==> src/rtl/pt_pkg.sv <==
package pt_pkg;
  typedef enum logic [2:0] {
    ST_IDLE,
    ST_RD_DIR,
    ST_RD_TBL,
    ST_WB_DIR,
    ST_WB_TBL,
    ST_RESP
  } walk_state_e;

  localparam int BIT_PRESENT  = 0;
  localparam int BIT_WRITE    = 1;
  localparam int BIT_USER     = 2;
  localparam int BIT_ACCESSED = 5;
endpackage

==> src/rtl/pt_addr_gen.sv <==
module pt_addr_gen #(
  parameter int ADDR_W      = 32,
  parameter int PAGE_SH     = 12,
  parameter int IDX_W       = 10,
  parameter int ENTRY_BYTES = 4
) (
  input  logic [ADDR_W-PAGE_SH-1:0] base_i,
  input  logic [IDX_W-1:0]          idx_i,
  output logic [ADDR_W-1:0]         addr_o
);
  localparam int ENTRY_SH = $clog2(ENTRY_BYTES);

  assign addr_o = {base_i, {PAGE_SH{1'b0}}} + (ADDR_W'(idx_i) << ENTRY_SH);
endmodule

==> src/rtl/pt_perm_chk.sv <==
module pt_perm_chk
  import pt_pkg::*;
#(
  parameter int          ADDR_W    = 32,
  parameter logic [31:0] RSVD_MASK = 32'h0000_0080
) (
  input  logic [ADDR_W-1:0] entry_i,
  input  logic              write_i,
  input  logic              user_i,
  input  logic              wp_i,
  output logic              fault_o
);
  logic absent, rsvd, priv_bad, wr_bad;

  assign absent   = !entry_i[BIT_PRESENT];
  assign rsvd     = |(entry_i & ADDR_W'(RSVD_MASK));
  assign priv_bad = user_i && !entry_i[BIT_USER];
  // supervisor writes to read-only pages fault only under write-protect
  assign wr_bad   = write_i && !entry_i[BIT_WRITE] && (user_i || wp_i);
  assign fault_o  = absent || rsvd || priv_bad || wr_bad;
endmodule

==> src/rtl/pt_walker.sv <==
module pt_walker
  import pt_pkg::*;
#(
  parameter int          ADDR_W      = 32,
  parameter int          PAGE_SH     = 12,
  parameter int          IDX_W       = 10,
  parameter int          ENTRY_BYTES = 4,
  parameter logic [31:0] RSVD_MASK   = 32'h0000_0080
) (
  input  logic                      clk_i,
  input  logic                      rst_ni,
  input  logic                      paging_en_i,
  input  logic                      protect_en_i,
  input  logic                      wp_en_i,
  input  logic [ADDR_W-PAGE_SH-1:0] dir_base_i,
  input  logic                      req_valid_i,
  output logic                      req_ready_o,
  input  logic [ADDR_W-1:0]         req_vaddr_i,
  input  logic                      req_write_i,
  input  logic                      req_user_i,
  output logic                      rsp_valid_o,
  output logic [ADDR_W-1:0]         rsp_paddr_o,
  output logic                      rsp_fault_o,
  output logic [ADDR_W-1:0]         fault_addr_o,
  output logic                      mem_req_o,
  output logic                      mem_we_o,
  output logic [ADDR_W-1:0]         mem_addr_o,
  output logic [ADDR_W-1:0]         mem_wdata_o,
  input  logic                      mem_ack_i,
  input  logic [ADDR_W-1:0]         mem_rdata_i
);
  localparam int LEVELS   = 2;
  localparam int FRAME_W  = ADDR_W - PAGE_SH;
  localparam int ENTRY_SH = $clog2(ENTRY_BYTES);
  localparam logic [ADDR_W-1:0] ACC_SET = ADDR_W'(1) << BIT_ACCESSED;

  walk_state_e       state_q;
  logic [ADDR_W-1:0] vaddr_q, dir_q, tbl_q, paddr_q, fault_addr_q;
  logic              write_q, user_q, fault_q;
  logic              chk_fault;

  logic [FRAME_W-1:0] lvl_base [LEVELS];
  logic [IDX_W-1:0]   lvl_idx  [LEVELS];
  logic [ADDR_W-1:0]  lvl_addr [LEVELS];

  assign lvl_base[0] = dir_base_i;
  assign lvl_base[1] = dir_q[ADDR_W-1:PAGE_SH];

  for (genvar l = 0; l < LEVELS; l++) begin : g_lvl
    assign lvl_idx[l] = vaddr_q[PAGE_SH + (LEVELS-1-l)*IDX_W +: IDX_W];
    pt_addr_gen #(
      .ADDR_W(ADDR_W), .PAGE_SH(PAGE_SH), .IDX_W(IDX_W), .ENTRY_BYTES(ENTRY_BYTES)
    ) i_addr_gen (
      .base_i(lvl_base[l]),
      .idx_i (lvl_idx[l]),
      .addr_o(lvl_addr[l])
    );
  end

  // entry under test is always the word just returned by memory
  pt_perm_chk #(.ADDR_W(ADDR_W), .RSVD_MASK(RSVD_MASK)) i_perm_chk (
    .entry_i(mem_rdata_i),
    .write_i(write_q),
    .user_i (user_q),
    .wp_i   (wp_en_i),
    .fault_o(chk_fault)
  );

  always_comb begin
    mem_req_o   = 1'b0;
    mem_we_o    = 1'b0;
    mem_addr_o  = '0;
    mem_wdata_o = '0;
    unique case (state_q)
      ST_RD_DIR: begin mem_req_o = 1'b1; mem_addr_o = lvl_addr[0]; end
      ST_RD_TBL: begin mem_req_o = 1'b1; mem_addr_o = lvl_addr[1]; end
      ST_WB_DIR: begin
        mem_req_o = 1'b1; mem_we_o = 1'b1;
        mem_addr_o = lvl_addr[0]; mem_wdata_o = dir_q | ACC_SET;
      end
      ST_WB_TBL: begin
        mem_req_o = 1'b1; mem_we_o = 1'b1;
        mem_addr_o = lvl_addr[1]; mem_wdata_o = tbl_q | ACC_SET;
      end
      default: ;
    endcase
  end

  always_ff @(posedge clk_i or negedge rst_ni) begin
    if (!rst_ni) begin
      state_q      <= ST_IDLE;
      vaddr_q      <= '0;
      write_q      <= 1'b0;
      user_q       <= 1'b0;
      dir_q        <= '0;
      tbl_q        <= '0;
      paddr_q      <= '0;
      fault_q      <= 1'b0;
      fault_addr_q <= '0;
    end else begin
      unique case (state_q)
        ST_IDLE: if (req_valid_i) begin
          vaddr_q <= req_vaddr_i;
          write_q <= req_write_i;
          user_q  <= req_user_i;
          if (paging_en_i && protect_en_i) begin
            state_q <= ST_RD_DIR;
          end else begin
            paddr_q <= req_vaddr_i;
            fault_q <= 1'b0;
            state_q <= ST_RESP;
          end
        end
        ST_RD_DIR: if (mem_ack_i) begin
          dir_q <= mem_rdata_i;
          if (chk_fault) begin
            fault_q      <= 1'b1;
            paddr_q      <= '0;
            fault_addr_q <= vaddr_q;
            state_q      <= ST_RESP;
          end else begin
            state_q <= ST_RD_TBL;
          end
        end
        ST_RD_TBL: if (mem_ack_i) begin
          tbl_q <= mem_rdata_i;
          if (chk_fault) begin
            fault_q      <= 1'b1;
            paddr_q      <= '0;
            fault_addr_q <= vaddr_q;
            state_q      <= ST_RESP;
          end else begin
            fault_q <= 1'b0;
            paddr_q <= {mem_rdata_i[ADDR_W-1:PAGE_SH], vaddr_q[PAGE_SH-1:0]};
            if (!dir_q[BIT_ACCESSED])             state_q <= ST_WB_DIR;
            else if (!mem_rdata_i[BIT_ACCESSED])  state_q <= ST_WB_TBL;
            else                                  state_q <= ST_RESP;
          end
        end
        ST_WB_DIR: if (mem_ack_i) state_q <= tbl_q[BIT_ACCESSED] ? ST_RESP : ST_WB_TBL;
        ST_WB_TBL: if (mem_ack_i) state_q <= ST_RESP;
        ST_RESP:   state_q <= ST_IDLE;
        default:   state_q <= ST_IDLE;
      endcase
    end
  end

  assign req_ready_o  = (state_q == ST_IDLE);
  assign rsp_valid_o  = (state_q == ST_RESP);
  assign rsp_paddr_o  = paddr_q;
  assign rsp_fault_o  = fault_q;
  assign fault_addr_o = fault_addr_q;

  assert_entry_align_R1: assert property (@(posedge clk_i) disable iff (!rst_ni)
    mem_req_o |-> (mem_addr_o[ENTRY_SH-1:0] == '0))
    else $error("R1 misaligned entry address");

  assert_fault_addr_R7: assert property (@(posedge clk_i) disable iff (!rst_ni)
    (rsp_valid_o && rsp_fault_o) |-> (fault_addr_o == vaddr_q))
    else $error("R7 fault address not loaded");

  assert_wb_sets_acc_R9: assert property (@(posedge clk_i) disable iff (!rst_ni)
    mem_we_o |-> mem_wdata_o[BIT_ACCESSED])
    else $error("R9 write-back without accessed flag");

  assert_busy_after_accept_R10: assert property (@(posedge clk_i) disable iff (!rst_ni)
    (req_valid_i && req_ready_o) |=> !req_ready_o)
    else $error("R10 ready high after accept");

  assert_rsp_pulse_R10: assert property (@(posedge clk_i) disable iff (!rst_ni)
    rsp_valid_o |=> !rsp_valid_o)
    else $error("R10 response longer than one cycle");
endmodule

==> config.mk <==
export PLATFORM = sky130hd
export DESIGN_NAME = pt_walker
export DESIGN_NICKNAME = d
export VERILOG_FILES = /design/src/rtl/pt_pkg.sv /design/src/rtl/pt_addr_gen.sv /design/src/rtl/pt_perm_chk.sv /design/src/rtl/pt_walker.sv
export SDC_FILE = /design/constraint.sdc
export NUM_CORES = 1
export LEC_CHECK = 0
export BUFFER_PORTS_ARGS = -buffer_cell sky130_fd_sc_hd__buf_2
export CORE_MARGIN = 2
export CORE_UTILIZATION = 53
export CTS_CLUSTER_DIAMETER = 30
export DETAILED_ROUTE_END_ITERATION = 8
export MAX_ROUTING_LAYER = met4
export PLACE_DENSITY = 0.78
export SLEW_MARGIN = 20
export SYNTH_ARGS = -nofsm -noshare
export SYNTH_HDL_FRONTEND = slang
export SYNTH_HIERARCHICAL = 1
export SYNTH_SLANG_ARGS = --single-unit
==> constraint.sdc <==
create_clock -name clk_i -period 1.9 [get_ports clk_i]
set_input_delay 0 -clock clk_i [delete_from_list [all_inputs] [get_ports clk_i]]
set_output_delay 0 -clock clk_i [all_outputs]
set_load 0.02 [all_outputs]
==> impl_results.md, run 1 <==
* H-tree levels at 4
* Fin cells at 1,150
* Outcome: complete, no violations
* Clock Pin Slew Worst Setup and Hold Paths at 0.06 ns
* Initial core utilization at 0.5479
* Rows at 45
* Die width at 129.8 um
* Post-route cell area at 0.01092 mm2
* Final setup violation count at 0
* Data required, critical path at 1.90 ns
* Worst rel slew slack at 0.5806
* Post-Syn Area at 0.008391 mm2
* RSZ-0062 raised after global routing: yes
* Max FO, Critical Path at 19
* Leak pwr at 5.076 nW
* Max IR drop VDD at 1.259 mV
* Min-delay worst type: in2reg
* Die Area at 0.01685 mm2
* Crit start category: flip-flop
* Seq cells post-synth at 166
* Vias in the first global route at 6,437
* Synth Area per Inst at 12.09 um2
* Netlist cell types at 40
* Number of flops mapped to enable cells by yosys at 0
* # Max-Cap Violations at 0
* Final ANT Viol Nets at 0
* Clk_lat worst skew at 0.43 ns
* CTS root buf: clkbuf_16
* Hold WS at 0.05807 ns
* Layout cells sized above 1 at 0.4936
* Achievable Freq at 542.8 MHz
* CP max stage cell: dfrtp_2
* Post-synthesis sequential area ratio at 0.4951
* PD cells at 1776 mW/mm2
* # port buffers at 223
* Gr ovfl total at 0
* Number of clock sinks at 166
* Overall routing resource usage at 0.2728
* Placed cell areas at 0.009447 mm2
* Crit path arrival time at 1.84 ns
* Final period utilization at 0.9696
* Synthesis-to-layout area growth at 30.09%
* WS Path Type: reg2out
* Boundary Pins at 226
* Worst Tran Pin Value at 0.6132 ns
* Via/cell ratio at 5.658
* Initial antenna violation count at 1
* Final Hold Fails at 0
* Core ar. at 0.01531 mm2
* Crit-path leading delay family: buffers and inverters
* Max incr delay on CP at 0.43 ns
* WL final at 23,080 um
* Via count at 6,507
* Post-synthesis async set-or-reset flop share at 1.000
* Largest net degree at the start of global routing at 48
* First-iteration detailed-routing DRC count at 479
* DR pass1 iterations at 5
* DRC at 0
* Clk buf depth at 2
* Per-cell routed wire length at 20.07 um
* Util after Layout at 0.7127
* CP endpoint kind: primary output
* Total Power at 0.01938 W
* First-pass GRT wire length at 34,220 um
* Yosys warning total at 6
* Layout Nets at 1,018
* CP Buf/Inv Count at 3
* Placer Congestion at 0.8288
* Fin crit period at 1.842 ns
* Dpl hpwl at 14,930 um
* Clock skew at 0.01311 ns
* Cells after Synth at 694
* Worst path cell trace: buf_12, nor2b_4, and2_4, clkbuf_4, a22o_1, buf_2
* TritonCTS clock tree: done
* Chip Height at 129.8 um
* Total CTS buffers at 17
* Top_reg_cell synth: dfrtp_1
* Placed cells at 1,040
* Slew Viols, Final at 0
[routing by layer]
layer	wire length, um	GRT usage	vias to the layer above
met2	11540	0.4419	300
met4	655	0.09867	0
li1	-	-	2930
met1	9294	0.3380	3231
met5	0	-	-
met3	1590	0.06191	46
[worst reg2reg max path: stages (launching register included)]
cell	delay, ns
dfrtp_1	0.38
inv_1	0.08
o221ai_4	0.28
inv_1	0.15
nor3_4	0.15
buf_4	0.17
clkbuf_16	0.17
mux2_2	0.35
[registers in the layout, summed over array words and instances, names as in the netlist]
name / cells
dir_q: 32
fault_addr_o: 32
rsp_fault_o: 1
rsp_paddr_o: 32
state_q: 3
tbl_q: 32
user_q: 1
vaddr_q: 32
write_q: 1
[worst paths after layout]
check                      slack [ns]                         from                      endpoint  depth (start not counted)
setup / recovery                 0.06       state_q[2]$_DFFE_PN0P_               mem_wdata_o[17]                          6
hold reg to reg                  0.49  rsp_paddr_o[26]$_DFFE_PN0P_   rsp_paddr_o[26]$_DFFE_PN0P_                          1
max in group asynchronous        1.15                       rst_ni  fault_addr_o[23]$_DFFE_PN0P_                          3
min in group asynchronous        0.10                       rst_ni          dir_q[0]$_DFFE_PN0P_                          2
hold / removal                   0.06                    mem_ack_i        state_q[1]$_DFFE_PN0P_                          3
setup reg to reg                 0.07           user_q$_DFFE_PN0P_  fault_addr_o[19]$_DFFE_PN0P_                          7
[report_power, final]
group / internal (W) / leakage, nW / switching (W)
combinational: 0.00426 / 2.77 / 0.00500
sequential: 0.00529 / 2.01 / 0.00118
clock: 0.00224 / 0.294 / 0.00141
total: 0.0118 / 5.08 / 0.00759
[cells in the mapped netlist, types with 2 or more instances]
| master | instances | area, um2 |
|---|---|---|
| nor3_1 | 4 | 20.02 |
| mux2_1 | 11 | 123.9 |
| nor2b_1 | 3 | 18.77 |
| buf_2 | 23 | 115.1 |
| buf_1 | 6 | 22.52 |
| nor4_1 | 3 | 18.77 |
| buf_6 | 6 | 67.56 |
| nor2_1 | 7 | 26.28 |
| dfrtp_1 | 166 | 4154 |
| a21oi_1 | 35 | 175.2 |
| conb_1 | 2 | 7.510 |
| and2_1 | 3 | 18.77 |
| clkbuf_1 | 18 | 67.56 |
| nand2_1 | 33 | 123.9 |
| inv_1 | 2 | 7.510 |
| o21ai_0 | 34 | 170.2 |
| nor4b_1 | 32 | 280.3 |
| mux2_2 | 151 | 1700 |
| o31ai_1 | 2 | 15.01 |
| xnor2_1 | 3 | 26.28 |
| buf_4 | 68 | 510.5 |
| nand2b_1 | 2 | 12.51 |
| a22o_1 | 63 | 551.8 |
[layout make-up]
cell class,instances,area (um2)
Sequential cell,166,4156
Clock inverter,11,173.9
Tap cell,211,264.0
Antenna cell,1,2.502
Fill cell,1044,4399
Inverter,3,11.26
Multi-Input combinational cell,406,3503
Timing Repair Buffer,331,2354
Clock buffer,21,450.4
[layout by cell type (no fill, tap or decap), types with 2 or more instances in the layout]
master	n
mux2_2	151
clkbuf_16	18
conb_1	4
nand2b_1	2
buf_12	16
nor4_1	3
dlygate4sd3_1	68
buf_2	218
clkinvlp_4	3
and2_4	2
xnor2_1	3
dfrtp_1	164
clkbuf_1	3
clkinv_4	2
nor2_1	3
inv_1	2
nor2b_1	2
nor2_2	3
bufinv_16	4
nor3_1	4
a22o_1	63
nand2_1	33
buf_4	20
o31ai_1	2
dfrtp_2	2
a21oi_1	34
nor4b_1	32
o21ai_0	34
buf_6	7
mux2_1	11
[cell families after synthesis]
family | Yosys count | synth area share
compound gates | 141 | 0.1168
xor+xnor | 3 | 0.003132
buf+inv | 124 | 0.09469
flops | 166 | 0.4951
mux | 162 | 0.2174
other cells | 2 | 0.0008951
simple gates | 96 | 0.07203
[through the flow]
stage / worst slack (ns) / TNS (ns)
2_1_floorplan: 0.04042 / 0
3_3_place_gp: 0.09673 / 0
3_5_place_dp: 0.05050 / 0
4_1_cts: -0.01412 / -0.02641
5_1_grt: -0.04583 / -0.8337
6_report: 0.05775 / 0
[timing repair]
item	in CTS	in global routing
hold endpoints to repair	295	0
buffers inserted	3	3
resized for setup	6	18
setup endpoints to repair	62	116
hold buffers	68	0
pin swaps	0	5
cloned	0	3
No activity file was read; power rests on OpenSTA's default activity.
==> inputs of run 2 (changes only) <==
--- a/config.mk
+++ b/config.mk
@@ -6,13 +6,14 @@
 export NUM_CORES = 1
 export LEC_CHECK = 0
 export BUFFER_PORTS_ARGS = -buffer_cell sky130_fd_sc_hd__buf_2
+export CAP_MARGIN = 20
 export CORE_MARGIN = 2
 export CORE_UTILIZATION = 53
 export CTS_CLUSTER_DIAMETER = 30
 export DETAILED_ROUTE_END_ITERATION = 8
 export MAX_ROUTING_LAYER = met4
 export PLACE_DENSITY = 0.78
-export SLEW_MARGIN = 20
+export SETUP_SLACK_MARGIN = 0.4
 export SYNTH_ARGS = -nofsm -noshare
 export SYNTH_HDL_FRONTEND = slang
 export SYNTH_HIERARCHICAL = 1
==> impl_results.md, run 2 (synthesis results as in run 1) <==
* Worst path cell trace: buf_6, buf_4, buf_4, bufbuf_16, nor4b_1, a21oi_1, o21ai_0, mux2_4
* Die width at 129.8 um
* WL final at 32,450 um
* Crit start category: flip-flop
* Layout cells sized above 1 at 0.5821
* RR Endpoint: rsp_paddr_o[27]$_DFFE_PN0P_
* RR Startpoint: state_q[2]$_DFFE_PN0P_
* TritonCTS clock tree: done
* Rows at 45
* Per-cell routed wire length at 26.93 um
* Placer Congestion at 0.8299
* Worst rel slew slack at 0.5646
* Number of clock sinks at 166
* Max IR drop VDD at 0.9606 mV
* Fill cell total of the finished layout at 682
* Synthesis-to-layout area growth at 57.62%
* Total CTS buffers at 17
* Post-route cell area at 0.01323 mm2
* Via/cell ratio at 6.175
* Final setup violation count at 96
* Violated checks: negative setup slack
* Most numerous cell on the critical path: buf_4
* Worst Tran Pin Value at 0.6531 ns
* Crit-path leading delay family: buffers and inverters
* CP Buf/Inv Count at 4
* Min-delay worst type: in2reg
* DR pass1 iterations at 6
* Fin crit period at 2.052 ns
* Leading cell type in the layout, fill and taps excluded: dfrtp_1
* Clock skew at 0.009499 ns
* Core ar. at 0.01531 mm2
* Worst Setup EP: rsp_paddr_o[27]$_DFFE_PN0P_
* Layout Nets at 1,073
* First-iteration detailed-routing DRC count at 682
* Via count at 7,441
* Dpl hpwl at 15,660 um
* CP max stage cell: dfrtp_2
* Placed cell areas at 0.009708 mm2
* Fin cells at 1,205
* R2R Setup Slk at -0.15 ns
* Clk buf depth at 2
* Final Hold Fails at 0
* H-tree levels at 4
* Final ANT Viol Nets at 0
* # Max-Cap Violations at 0
* FF-to-FF path depth at 8
* Placed cells at 1,040
* Max FO, Critical Path at 10
* Boundary Pins at 226
* Slew Viols, Final at 0
* First-pass GRT wire length at 41,020 um
* Max incr delay on CP at 0.43 ns
* PD cells at 1856 mW/mm2
* CP startpoint: state_q[2]$_DFFE_PN0P_
* Crit path arrival time at 2.42 ns
* Total Power at 0.02454 W
* Data required, critical path at 2.27 ns
* Clk_lat worst skew at 0.43 ns
* # port buffers at 223
* Leak pwr at 6.219 nW
* Die Area at 0.01685 mm2
* Gr ovfl total at 0
* Final period utilization at 1.080
* Crit path depth at 8
* Overall routing resource usage at 0.3351
* Initial core utilization at 0.5479
* Outcome: complete, but fails checks
* WS Path Type: reg2reg
* DRC at 0
* Chip Height at 129.8 um
* Commonest cells after routing, fill and taps aside: dfrtp_1, buf_2, mux2_4
* Initial antenna violation count at 1
* Vias in the first global route at 7,294
* Setup_tns at -6.892 ns
* Largest net degree at the start of global routing at 62
* Clock Pin Slew Worst Setup and Hold Paths at 0.06 ns
* Post-route setup slack at -0.1523 ns
* Achievable Freq at 487.3 MHz
* RSZ-0062 raised after global routing: yes
* CP endpoint kind: flip-flop
* CTS root buf: clkbuf_16
## run 2: cell types whose count changed in the layout (fill, tap and decap cells not counted), sizes merged
cell / delta
clkinv: +1
clkinvlp: +1
buf: +45
inv: -1
clkbuf: +8
bufbuf: +1
## run 2: metrics by stage
stage	utilization	worst slack (ns)	hold slack, ns
after floorplan	-	0.2222	-0.2956
after global placement	0.6339	0.08997	0.02939
after detailed placement	0.6339	0.05274	0.03824
after CTS	0.7888	-0.04917	0.08459
after global routing	0.8636	-0.1941	0.1436
final	0.8636	-0.1523	0.1369
## run 2: where the power goes
group          switching [W]  internal (W)  total, W
Combinational        0.00657       0.00746    0.0140
Sequential           0.00152       0.00529   0.00682
Clock                0.00146       0.00224   0.00370
Total                0.00956        0.0150    0.0245
## run 2: cell type report
| class | instances | area (um2) | share of cell area |
|---|---|---|---|
| diodes | 1 | 2.502 | 0.0001892 |
| clock inverters | 12 | 177.7 | 0.01343 |
| well taps | 211 | 264.0 | 0.01996 |
| repair buffers | 386 | 3770 | 0.2851 |
| multi-input cells | 406 | 4393 | 0.3322 |
| inverters | 3 | 13.76 | 0.001041 |
| clock buffers | 20 | 446.7 | 0.03377 |
| flip-flops and latches | 166 | 4158 | 0.3144 |
## run 2: tightest hold or removal path: stages
cell and delay [ns]:
buf_2 0.19, nor3_4 0.10, o31ai_1 0.23
## run 2: timing repair
action	in CTS	in global routing
setup endpoints to repair	230	232
buffers inserted	26	12
gates cloned	14	12
hold buffers	68	0
gates resized for setup	152	191
pin swaps	18	24
hold endpoints to repair	184	0
## run 2: how the worst min path moves through the flow
| stage | start | end | slack, ns | cells after the start |
|---|---|---|---|---|
| finish | mem_ack_i | state_q[0]$_DFFE_PN0P_ | 0.14 | 3 |
| CTS | mem_ack_i | state_q[0]$_DFFE_PN0P_ | 0.08 | 3 |
| global route | mem_ack_i | state_q[0]$_DFFE_PN0P_ | 0.14 | 3 |
| detailed placement | rst_ni | fault_addr_o[30]$_DFFE_PN0P_ | 0.04 | 1 |
| global placement | rst_ni | fault_addr_o[30]$_DFFE_PN0P_ | 0.03 | 1 |
| floorplan | rst_ni | dir_q[0]$_DFFE_PN0P_ | -0.30 | 0 |
## run 2: metal layers
metal,track usage,wire [um],up-vias
met5,-,0,-
met4,0.1309,1781,0
met3,0.06683,2807,145
met2,0.5510,15640,510
met1,0.4100,12230,3741
li1,-,-,3045
==> inputs of run 3 (changes only) <==
--- a/config.mk
+++ b/config.mk
@@ -8,11 +8,11 @@
 export BUFFER_PORTS_ARGS = -buffer_cell sky130_fd_sc_hd__buf_2
 export CAP_MARGIN = 20
 export CORE_MARGIN = 2
-export CORE_UTILIZATION = 53
+export CORE_UTILIZATION = 57
 export CTS_CLUSTER_DIAMETER = 30
 export DETAILED_ROUTE_END_ITERATION = 8
 export MAX_ROUTING_LAYER = met4
-export PLACE_DENSITY = 0.78
+export PLACE_DENSITY = 0.84
 export SETUP_SLACK_MARGIN = 0.4
 export SYNTH_ARGS = -nofsm -noshare
 export SYNTH_HDL_FRONTEND = slang
==> constraint.sdc (replaced) <==
create_clock -name clk_i -period 2.6 [get_ports clk_i]
set_input_delay 0 -clock clk_i [delete_from_list [all_inputs] [get_ports clk_i]]
set_output_delay 0 -clock clk_i [all_outputs]
set_load 0.02 [all_outputs]
==> impl_results.md, run 3 (synthesis results as in run 1) <==
* Min-delay worst type: in2reg
* Chip Height at 125.3 um
* # port buffers at 223
* Crit-path leading delay family: simple AND/OR/NAND/NOR gates
* Placed cells at 1,001
* Vias in the first global route at 6,470
* CP max stage cell: dfrtp_4
* Final Hold Fails at 0
* Layout cells sized above 1 at 0.4776
* Worst path cell trace: nor2b_2, and2_1, buf_6, or2_2, buf_2
* Outcome: complete, no violations
* Clk buf depth at 2
* Total CTS buffers at 17
* Die Area at 0.01571 mm2
* Final period utilization at 0.8102
* Commonest cells after routing, fill and taps aside: buf_2, dfrtp_1, mux2_2
* Max IR drop VDD at 0.6832 mV
* Clk_lat worst skew at 0.42 ns
* Post-route cell area at 0.01043 mm2
* CTS root buf: clkbuf_16
* Worst rel slew slack at 0.6185
* Fill cell total of the finished layout at 983
* Data required, critical path at 2.60 ns
* Clock Pin Slew Worst Setup and Hold Paths at 0.06 ns
* Max FO, Critical Path at 28
* Layout Nets at 998
* Boundary Pins at 226
* Slew Viols, Final at 0
* Via count at 6,398
* First-pass GRT wire length at 35,170 um
* Final setup violation count at 0
* Die width at 125.3 um
* RSZ-0062 raised after global routing: yes
* RR Endpoint: fault_addr_o[19]$_DFFE_PN0P_
* Worst Hold End: state_q[0]$_DFFE_PN0P_
* Crit path arrival time at 2.11 ns
* WL final at 22,290 um
* # Max-Cap Violations at 0
* Placed cell areas at 0.009185 mm2
* Dpl hpwl at 14,270 um
* Core ar. at 0.01448 mm2
* Crit start category: flip-flop
* DR pass1 iterations at 5
* TritonCTS clock tree: done
* Fin cells at 1,102
* RR Startpoint: state_q[2]$_DFFE_PN0P_
* Fin crit period at 2.107 ns
* Initial antenna violation count at 1
* Rows at 44
* Post-route setup slack at 0.4935 ns
* H-tree levels at 4
* CP endpoint kind: primary output
* Per-cell routed wire length at 20.22 um
* Setup_tns at 0 ns
* Max incr delay on CP at 0.57 ns
* PD cells at 1284 mW/mm2
* HP Start: mem_ack_i
* Leading cell type in the layout, fill and taps excluded: buf_2
* Synthesis-to-layout area growth at 24.25%
* R2R Setup Slk at 0.54 ns
* Clock skew at 0.009324 ns
* WS Path Type: reg2out
* Initial core utilization at 0.5795
* Worst Tran Pin Value at 0.5579 ns
* Number of clock sinks at 166
* Leak pwr at 4.857 nW
* Placer Congestion at 0.8816
* Util after Layout at 0.7200
* Overall routing resource usage at 0.2940
* Final ANT Viol Nets at 0
* FF-to-FF path depth at 4
* CP Buf/Inv Count at 2
* Placement Setup Slack at 0.5716 ns
* Hold path depth at 4
* Achievable Freq at 474.7 MHz
* First-iteration detailed-routing DRC count at 485
* DRC at 0
* Largest net degree at the start of global routing at 61
* Gr ovfl total at 0
* Via/cell ratio at 5.806
run 3: per-stage QoR:
step / hold WS, ns / total power (W)
2_1_floorplan: -0.2956 / 0.009435
3_3_place_gp: 0.006535 / 0.01064
3_5_place_dp: 0.003751 / 0.01087
4_1_cts: 0.04150 / 0.01327
5_1_grt: 0.07385 / 0.01405
6_report: 0.05630 / 0.01338
run 3: what timing repair did:
action | 4_1_cts | 5_1_grt
buffers inserted | 1 | 0
hold buffers | 68 | 0
hold endpoints to repair | 188 | 0
pin swaps | 0 | 0
gates resized for setup | 6 | 2
gates cloned | 0 | 0
endpoints found under the setup margin | 33 | 34
run 3: worst max-delay path by stage:
stage,startpoint,to,slack (ns),cells after the start
after floorplan,state_q[0]$_DFFE_PN0P_,vaddr_q[10]$_DFFE_PN0P_,0.74,6
after global placement,state_q[0]$_DFFE_PN0P_,rsp_paddr_o[30]$_DFFE_PN0P_,0.60,6
after detailed placement,state_q[0]$_DFFE_PN0P_,rsp_paddr_o[28]$_DFFE_PN0P_,0.57,6
after CTS,state_q[0]$_DFFE_PN0P_,mem_wdata_o[14],0.43,6
after global routing,state_q[0]$_DFFE_PN0P_,mem_wdata_o[11],0.38,6
final,state_q[0]$_DFFE_PN0P_,mem_we_o,0.49,5
run 3: layout make-up:
class,instances,area (um2),area share
flip-flops and latches,166,4159,0.3989
multi-input cells,406,3492,0.3350
repair buffers,311,2011,0.1929
clock buffers,22,464.2,0.04453
well taps,184,230.2,0.02208
clock inverters,9,55.05,0.005281
inverters,3,11.26,0.001080
diodes,1,2.502,0.0002400
run 3: layer usage:
| metal | routed length (um) | global-route usage | vias to the layer above |
|---|---|---|---|
| li1 | - | - | 2880 |
| met1 | 8949 | 0.3482 | 3184 |
| met2 | 11250 | 0.4926 | 278 |
| met3 | 1299 | 0.05734 | 56 |
| met4 | 786 | 0.1261 | 0 |
| met5 | 0 | - | - |
run 3: where the power goes:
group	switching (W)	leakage, nW	internal, W
clock	0.00100	0.248	0.00126
sequential	0.000924	2.01	0.00387
combinational	0.00355	2.60	0.00278
total	0.00547	4.86	0.00791
run 3: tightest hold or removal path: stages:
cell     delay (ns)
buf_2          0.11
nor3_1         0.09
o21ai_0        0.16
o31ai_1        0.06
